$ cat src/rtl/ssg_pkg.sv
package ssg_pkg;

    // Word indices of the register port
    localparam int unsigned IDX_WCLK = 0;
    localparam int unsigned IDX_HOLD = 1;

    // Per-stream gate state
    typedef enum logic [1:0] {
        ST_IDLE = 2'd0,
        ST_HELD = 2'd1,
        ST_XFER = 2'd2
    } gate_state_t;

endpackage

$ cat src/rtl/ssg_wallclock.sv
module ssg_wallclock #(
    parameter int unsigned WCLK_W = 32
) (
    input  logic              clk,
    input  logic              rst_n,
    input  logic              link_en,
    input  logic              bit_tick,
    output logic [WCLK_W-1:0] count
);

    logic step;

    assign step = link_en & bit_tick;

    always_ff @(posedge clk or negedge rst_n) begin
        if (!rst_n) begin
            count <= '0;
        end else if (step) begin
            count <= count + 1'b1;   // wraps naturally from all ones
        end
    end

endmodule

$ cat src/rtl/ssg_regs.sv
module ssg_regs
    import ssg_pkg::*;
#(
    parameter int unsigned N_STREAMS = 5,
    parameter int unsigned DATA_W    = 32,
    parameter int unsigned ADDR_W    = 2,
    parameter int unsigned WCLK_W    = 32
) (
    input  logic              clk,
    input  logic              rst_n,
    input  logic              wr_en,
    input  logic [ADDR_W-1:0] wr_addr,
    input  logic [DATA_W-1:0] wr_data,
    input  logic [ADDR_W-1:0] rd_addr,
    output logic [DATA_W-1:0] rd_data,
    input  logic [WCLK_W-1:0] wclk,
    output logic [DATA_W-1:0] hold_q
);

    localparam logic [DATA_W-1:0] HOLD_MASK = DATA_W'((64'd1 << N_STREAMS) - 64'd1);
    localparam logic [ADDR_W-1:0] A_WCLK    = ADDR_W'(IDX_WCLK);
    localparam logic [ADDR_W-1:0] A_HOLD    = ADDR_W'(IDX_HOLD);

    logic hold_we;

    assign hold_we = wr_en && (wr_addr == A_HOLD);

    // Reserved bits are masked on the way in, so they always read 0
    always_ff @(posedge clk or negedge rst_n) begin
        if (!rst_n) begin
            hold_q <= '0;
        end else if (hold_we) begin
            hold_q <= wr_data & HOLD_MASK;
        end
    end

    always_comb begin
        rd_data = '0;
        if (rd_addr == A_WCLK) begin
            rd_data = DATA_W'(wclk);
        end else if (rd_addr == A_HOLD) begin
            rd_data = hold_q;
        end
    end

endmodule

$ cat src/rtl/ssg_stream_fsm.sv
module ssg_stream_fsm
    import ssg_pkg::*;
(
    input  logic clk,
    input  logic rst_n,
    input  logic frame_start,
    input  logic run,
    input  logic hold,
    output logic xfer_en
);

    gate_state_t state_q;
    gate_state_t state_d;

    // State register
    always_ff @(posedge clk or negedge rst_n) begin
        if (!rst_n) begin
            state_q <= ST_IDLE;
        end else begin
            state_q <= state_d;
        end
    end

    // Transitions: only a frame-start cycle moves the state
    always_comb begin
        state_d = state_q;
        if (frame_start) begin
            unique case ({run, hold})
                2'b10:   state_d = ST_XFER;
                2'b11:   state_d = ST_HELD;
                default: state_d = ST_IDLE;
            endcase
        end
    end

    // Outputs
    always_comb begin
        unique case (state_q)
            ST_XFER: xfer_en = 1'b1;
            ST_HELD: xfer_en = 1'b0;
            ST_IDLE: xfer_en = 1'b0;
            default: xfer_en = 1'b0;
        endcase
    end

endmodule

$ cat src/rtl/stream_start_gate.sv
module stream_start_gate
    import ssg_pkg::*;
#(
    parameter int unsigned N_STREAMS = 5,
    parameter int unsigned DATA_W    = 32,
    parameter int unsigned ADDR_W    = 2,
    parameter int unsigned WCLK_W    = 32
) (
    input  logic                 clk,
    input  logic                 rst_n,
    input  logic                 wr_en,
    input  logic [ADDR_W-1:0]    wr_addr,
    input  logic [DATA_W-1:0]    wr_data,
    input  logic [ADDR_W-1:0]    rd_addr,
    output logic [DATA_W-1:0]    rd_data,
    input  logic                 link_en,
    input  logic                 bit_tick,
    input  logic                 frame_start,
    input  logic [N_STREAMS-1:0] run,
    output logic [N_STREAMS-1:0] xfer_en
);

    logic [WCLK_W-1:0] wclk_val;
    logic [DATA_W-1:0] hold_word;

    ssg_wallclock #(
        .WCLK_W (WCLK_W)
    ) u_wclk (
        .clk      (clk),
        .rst_n    (rst_n),
        .link_en  (link_en),
        .bit_tick (bit_tick),
        .count    (wclk_val)
    );

    ssg_regs #(
        .N_STREAMS (N_STREAMS),
        .DATA_W    (DATA_W),
        .ADDR_W    (ADDR_W),
        .WCLK_W    (WCLK_W)
    ) u_regs (
        .clk     (clk),
        .rst_n   (rst_n),
        .wr_en   (wr_en),
        .wr_addr (wr_addr),
        .wr_data (wr_data),
        .rd_addr (rd_addr),
        .rd_data (rd_data),
        .wclk    (wclk_val),
        .hold_q  (hold_word)
    );

    for (genvar s = 0; s < N_STREAMS; s++) begin : g_stream
        ssg_stream_fsm u_fsm (
            .clk         (clk),
            .rst_n       (rst_n),
            .frame_start (frame_start),
            .run         (run[s]),
            .hold        (hold_word[s]),
            .xfer_en     (xfer_en[s])
        );
    end

endmodule

$ cat config.mk
export PLATFORM = sky130hd
export DESIGN_NAME = stream_start_gate
export DESIGN_NICKNAME = d
export VERILOG_FILES = /design/src/rtl/ssg_pkg.sv /design/src/rtl/ssg_wallclock.sv /design/src/rtl/ssg_regs.sv /design/src/rtl/ssg_stream_fsm.sv /design/src/rtl/stream_start_gate.sv
export SDC_FILE = /design/constraint.sdc
export NUM_CORES = 1
export LEC_CHECK = 0
export BUFFER_PORTS_ARGS = -buffer_cell sky130_fd_sc_hd__buf_2
export CORE_AREA = 2 2 66 100
export CTS_CLUSTER_DIAMETER = 150
export DETAILED_ROUTE_END_ITERATION = 12
export DIE_AREA = 0 0 68 102
export PLACE_DENSITY = 0.68
export SETUP_SLACK_MARGIN = 0.1
export SYNTH_ARGS = -nofsm -noshare
export SYNTH_HDL_FRONTEND = slang
export SYNTH_SLANG_ARGS = --single-unit
$ cat constraint.sdc
create_clock -name clk -period 4.2 [get_ports clk]
set_input_delay 0.21 -clock clk [delete_from_list [all_inputs] [get_ports clk]]
set_output_delay 0.21 -clock clk [all_outputs]
set_load 0.01 [all_outputs]
==> Implementation_results.wiki <==
{| class="wikitable"
! Metric !! Value
|-
| Run status || finished, final reports clean
|-
| Sort of element at the end of the critical path || flop
|-
| Number of slew-limit violations in the final report || 0
|-
| Via-to-Cell Ratio || 4.921
|-
| Remaining antenna violation count || 0
|-
| Part of the Yosys area used for sequential elements || between 40% and 50%
|-
| Die height || a little over 100 um
|-
| Final global-route overflow total || 0
|-
| Vias in the first global route || roughly 1700
|-
| Number of buffers added by the clock tree synthesis step || 5
|-
| Total leakage power || about 0.0014 uW
|-
| Initial antenna violation count || 0
|-
| Commonest non-fill, non-tap cells in the layout || 56 x sky130_fd_sc_hd__buf_2, 47 x sky130_fd_sc_hd__dfrtp_1, 27 x sky130_fd_sc_hd__and2_1
|-
| Worst endpoint required time || around 4.4 ns
|-
| Resized Gates After CTS || 0
|-
| Yosys top cell area share || between 40% and 50%
|-
| Die width || roughly 68 um
|-
| Number of standard cells in the layout, taps in and fillers out || roughly 360
|-
| F_max || ~520 MHz
|-
| Count of buffers from port buffering || 56
|-
| Worst clock skew || 0.01223 ns
|-
| Leading cell type in the layout, fill and taps excluded || sky130_fd_sc_hd__buf_2
|-
| Buffers inserted by post-CTS timing repair || 0
|-
| Final setup vio count || 0
|-
| First-pass iteration count of the detailed router || 4
|-
| Transition time of the tightest slew-check pin || between 1 and 1.5 ns
|-
| Net count after synthesis || between 200 and 300
|-
| IO Pins || 84
|-
| Time the final worst path needs with I/O delays and setup || 1.923 ns
|-
| Final setup TNS || 0 ns
|-
| Instance count of the mapped netlist || ~230
|-
| NumNets Final || between 300 and 400
|-
| Clock Latency Late Sink || around 0.29 ns
|-
| Max-cap viol count || 0
|-
| Post-synthesis cell type count || 26
|-
| H-tree level count || 2
|-
| Number of filler cells placed in the layout || ~600
|-
| Yosys top cell by area || sky130_fd_sc_hd__dfrtp_1
|-
| Area inside the core boundary || approximately 6000 um2
|-
| Initial DRC Count || 120
|-
| Reg clk slew, reported paths || 0.09 ns
|-
| Wire length per cell || roughly 13 um
|-
| Root Buffer Master || sky130_fd_sc_hd__clkbuf_8
|-
| PwrDens || 361.3 nW/um2
|-
| Area taken by multi-input logic gates || between 1000 and 1500 um2
|-
| Die area || approximately 6900 um2
|-
| TritonCTS clock tree || done
|-
| Total number of yosys warnings || 0
|-
| Final weighted congestion in routability-driven placement || around 0.76
|-
| # hold bufs at CTS || 0
|-
| Cell types occupying the most area after synthesis || sky130_fd_sc_hd__dfrtp_1 49%, sky130_fd_sc_hd__xnor2_1 8.8%, sky130_fd_sc_hd__and2_1 7.1%, sky130_fd_sc_hd__nand3_1 3.2%, sky130_fd_sc_hd__mux2_2 2.8%
|-
| Drt drc || 0
|-
| Initial core utilization || approximately two fifths
|-
| Kind of critical path || flop to flop
|-
| Detailed placement HPWL || 3.363 mm
|-
| Post-synthesis instance area || approximately 2400 um2
|-
| Number of core rows || 35
|-
| Predominant post-synthesis flop cell || sky130_fd_sc_hd__dfrtp_1
|-
| Unrepaired setup endpoints after global routing || false
|-
| Fraction of layout instances using a drive strength above 1 || 27.40%
|-
| DRT Wirelength || about 4.7 mm
|-
| Flip-flop and latch area || around 1200 um2
|-
| Flip-flop and latch count after synthesis || 47
|-
| Number of enable flip-flop cells after synthesis || 0
|-
| Final Hold Fails || 0
|-
| Maximum net fanout on the critical path || 10
|-
| All-layer global routing usage || around 15%
|-
| Worst min path class || primary input to asynchronous set/reset pin
|-
| Critical path launch point type || flop
|-
| Max_slew headroom || between 30% and 40%
|-
| Crit path arrival time || 2.09 ns
|-
| ANT cells || 0
|-
| Share of synthesized flip-flops with an asynchronous set or reset || 100.0%
|-
| Avg Inst Size Synth || 10.44 um2
|-
| Global-route wire length before repair || about 7.8 mm
|-
| Vias || ~1700
|-
| CTS max path bufs || 2
|-
| Area delta synth->final || 17.39%
|-
| Cell count after placement || around 350
|-
| Final cycle utilization of the critical path || ~46%
|-
| TritonCTS Sinks || 47
|-
| Maximum number of pins on one net before global-route repair || 48
|-
| Worst-case vdd ir drop || around 0.00019 V
|}
-- worst max-delay path: stages, from the launching register on --
cell and delay (ns):
sky130_fd_sc_hd__dfrtp_1 0.41, sky130_fd_sc_hd__ha_1 0.21, sky130_fd_sc_hd__nand4_1 0.22, sky130_fd_sc_hd__nor4_4 0.57, sky130_fd_sc_hd__nand4_1 0.21, sky130_fd_sc_hd__xnor2_1 0.17
-- cells by family after synthesis --
group           count (synthesis)  share of synthesized area [%]
compound gates                 10                          2.102
xor+xnor                       31                          11.40
fa+ha+maj                       1                         0.5254
buf+inv                        22                          4.309
flops                          47                          49.40
mux                            11                          4.939
simple gates                  106                          27.32
-- registers in the layout, summed over array words and instances (netlist names) --
| signal | flops |
|---|---|
| u_wclk.count | 32 |
| g_stream.u_fsm.state_q | 10 |
| u_regs.hold_q | 5 |
-- synthesized netlist by cell type, drive strengths merged (6+ instances only) --
cell    instances
inv            10
nand3b          6
and2           27
mux2            6
dfrtp          47
nand2          13
buf             6
nand3          15
o21ai          10
xor2            7
nand4          10
and3            7
xnor2          24
clkbuf          6
nor2           15
-- stage by stage --
step                      total power (uW)  hold slack [ns]  setup slack (ns)  util, %  cell area [um2]
after floorplan                      681.2         -0.08559             2.627        -             2381
after global placement               731.4           0.4529             2.340    44.62             2696
after detailed placement             739.7           0.4501             2.289    44.62             2696
after CTS                             1027           0.1282             2.221    46.25             2795
after global routing                  1077           0.1403             2.057    46.25             2795
final                                 1010          0.08891             2.277    46.25             2795
-- routing by layer --
| metal | routed length, um | GRT usage (%) |
|---|---|---|
| met1 | 2099 | 17.94 |
| met2 | 2303 | 25.54 |
| met3 | 263 | 3.414 |
| met4 | 30 | 3.692 |
| met5 | 0 | 0 |
-- cell type report --
| cell class | count | area share [%] |
|---|---|---|
| flip-flops and latches | 47 | 42.08 |
| clock inverters | 2 | 0.5819 |
| well taps | 74 | 3.312 |
| clock buffers | 6 | 2.954 |
| inverters | 10 | 1.343 |
| multi-input cells | 159 | 39.44 |
| repair buffers | 57 | 10.30 |
-- where the power goes --
| part | total, uW | switching, uW | leakage [uW] | internal, uW |
|---|---|---|---|---|
| Sequential | 570 | 64.4 | 0.000619 | 505 |
| Combinational | 158 | 80.2 | 0.000727 | 77.9 |
| Clock | 282 | 148 | 0.0000474 | 134 |
-- worst paths after layout --
| kind | slack (ns) | start | end | cells past startpoint |
|---|---|---|---|---|
| worst max-delay path | 2.28 | u_wclk.count[0] | u_wclk.count[18] | 5 |
| worst min-delay path | 0.09 | rst_n | g_stream[0].u_fsm.state_q[0] | 1 |
| worst max register to register | 2.28 | u_wclk.count[0] | u_wclk.count[18] | 5 |
| worst min register to register | 0.48 | u_wclk.count[31] | u_wclk.count[31] | 1 |
| max in group asynchronous | 3.47 | rst_n | u_wclk.count[8] | 1 |
| min in group clk | 0.15 | wr_data[0] | u_regs.hold_q[0] | 2 |
Note: power is estimated with default switching activity, not from simulation.
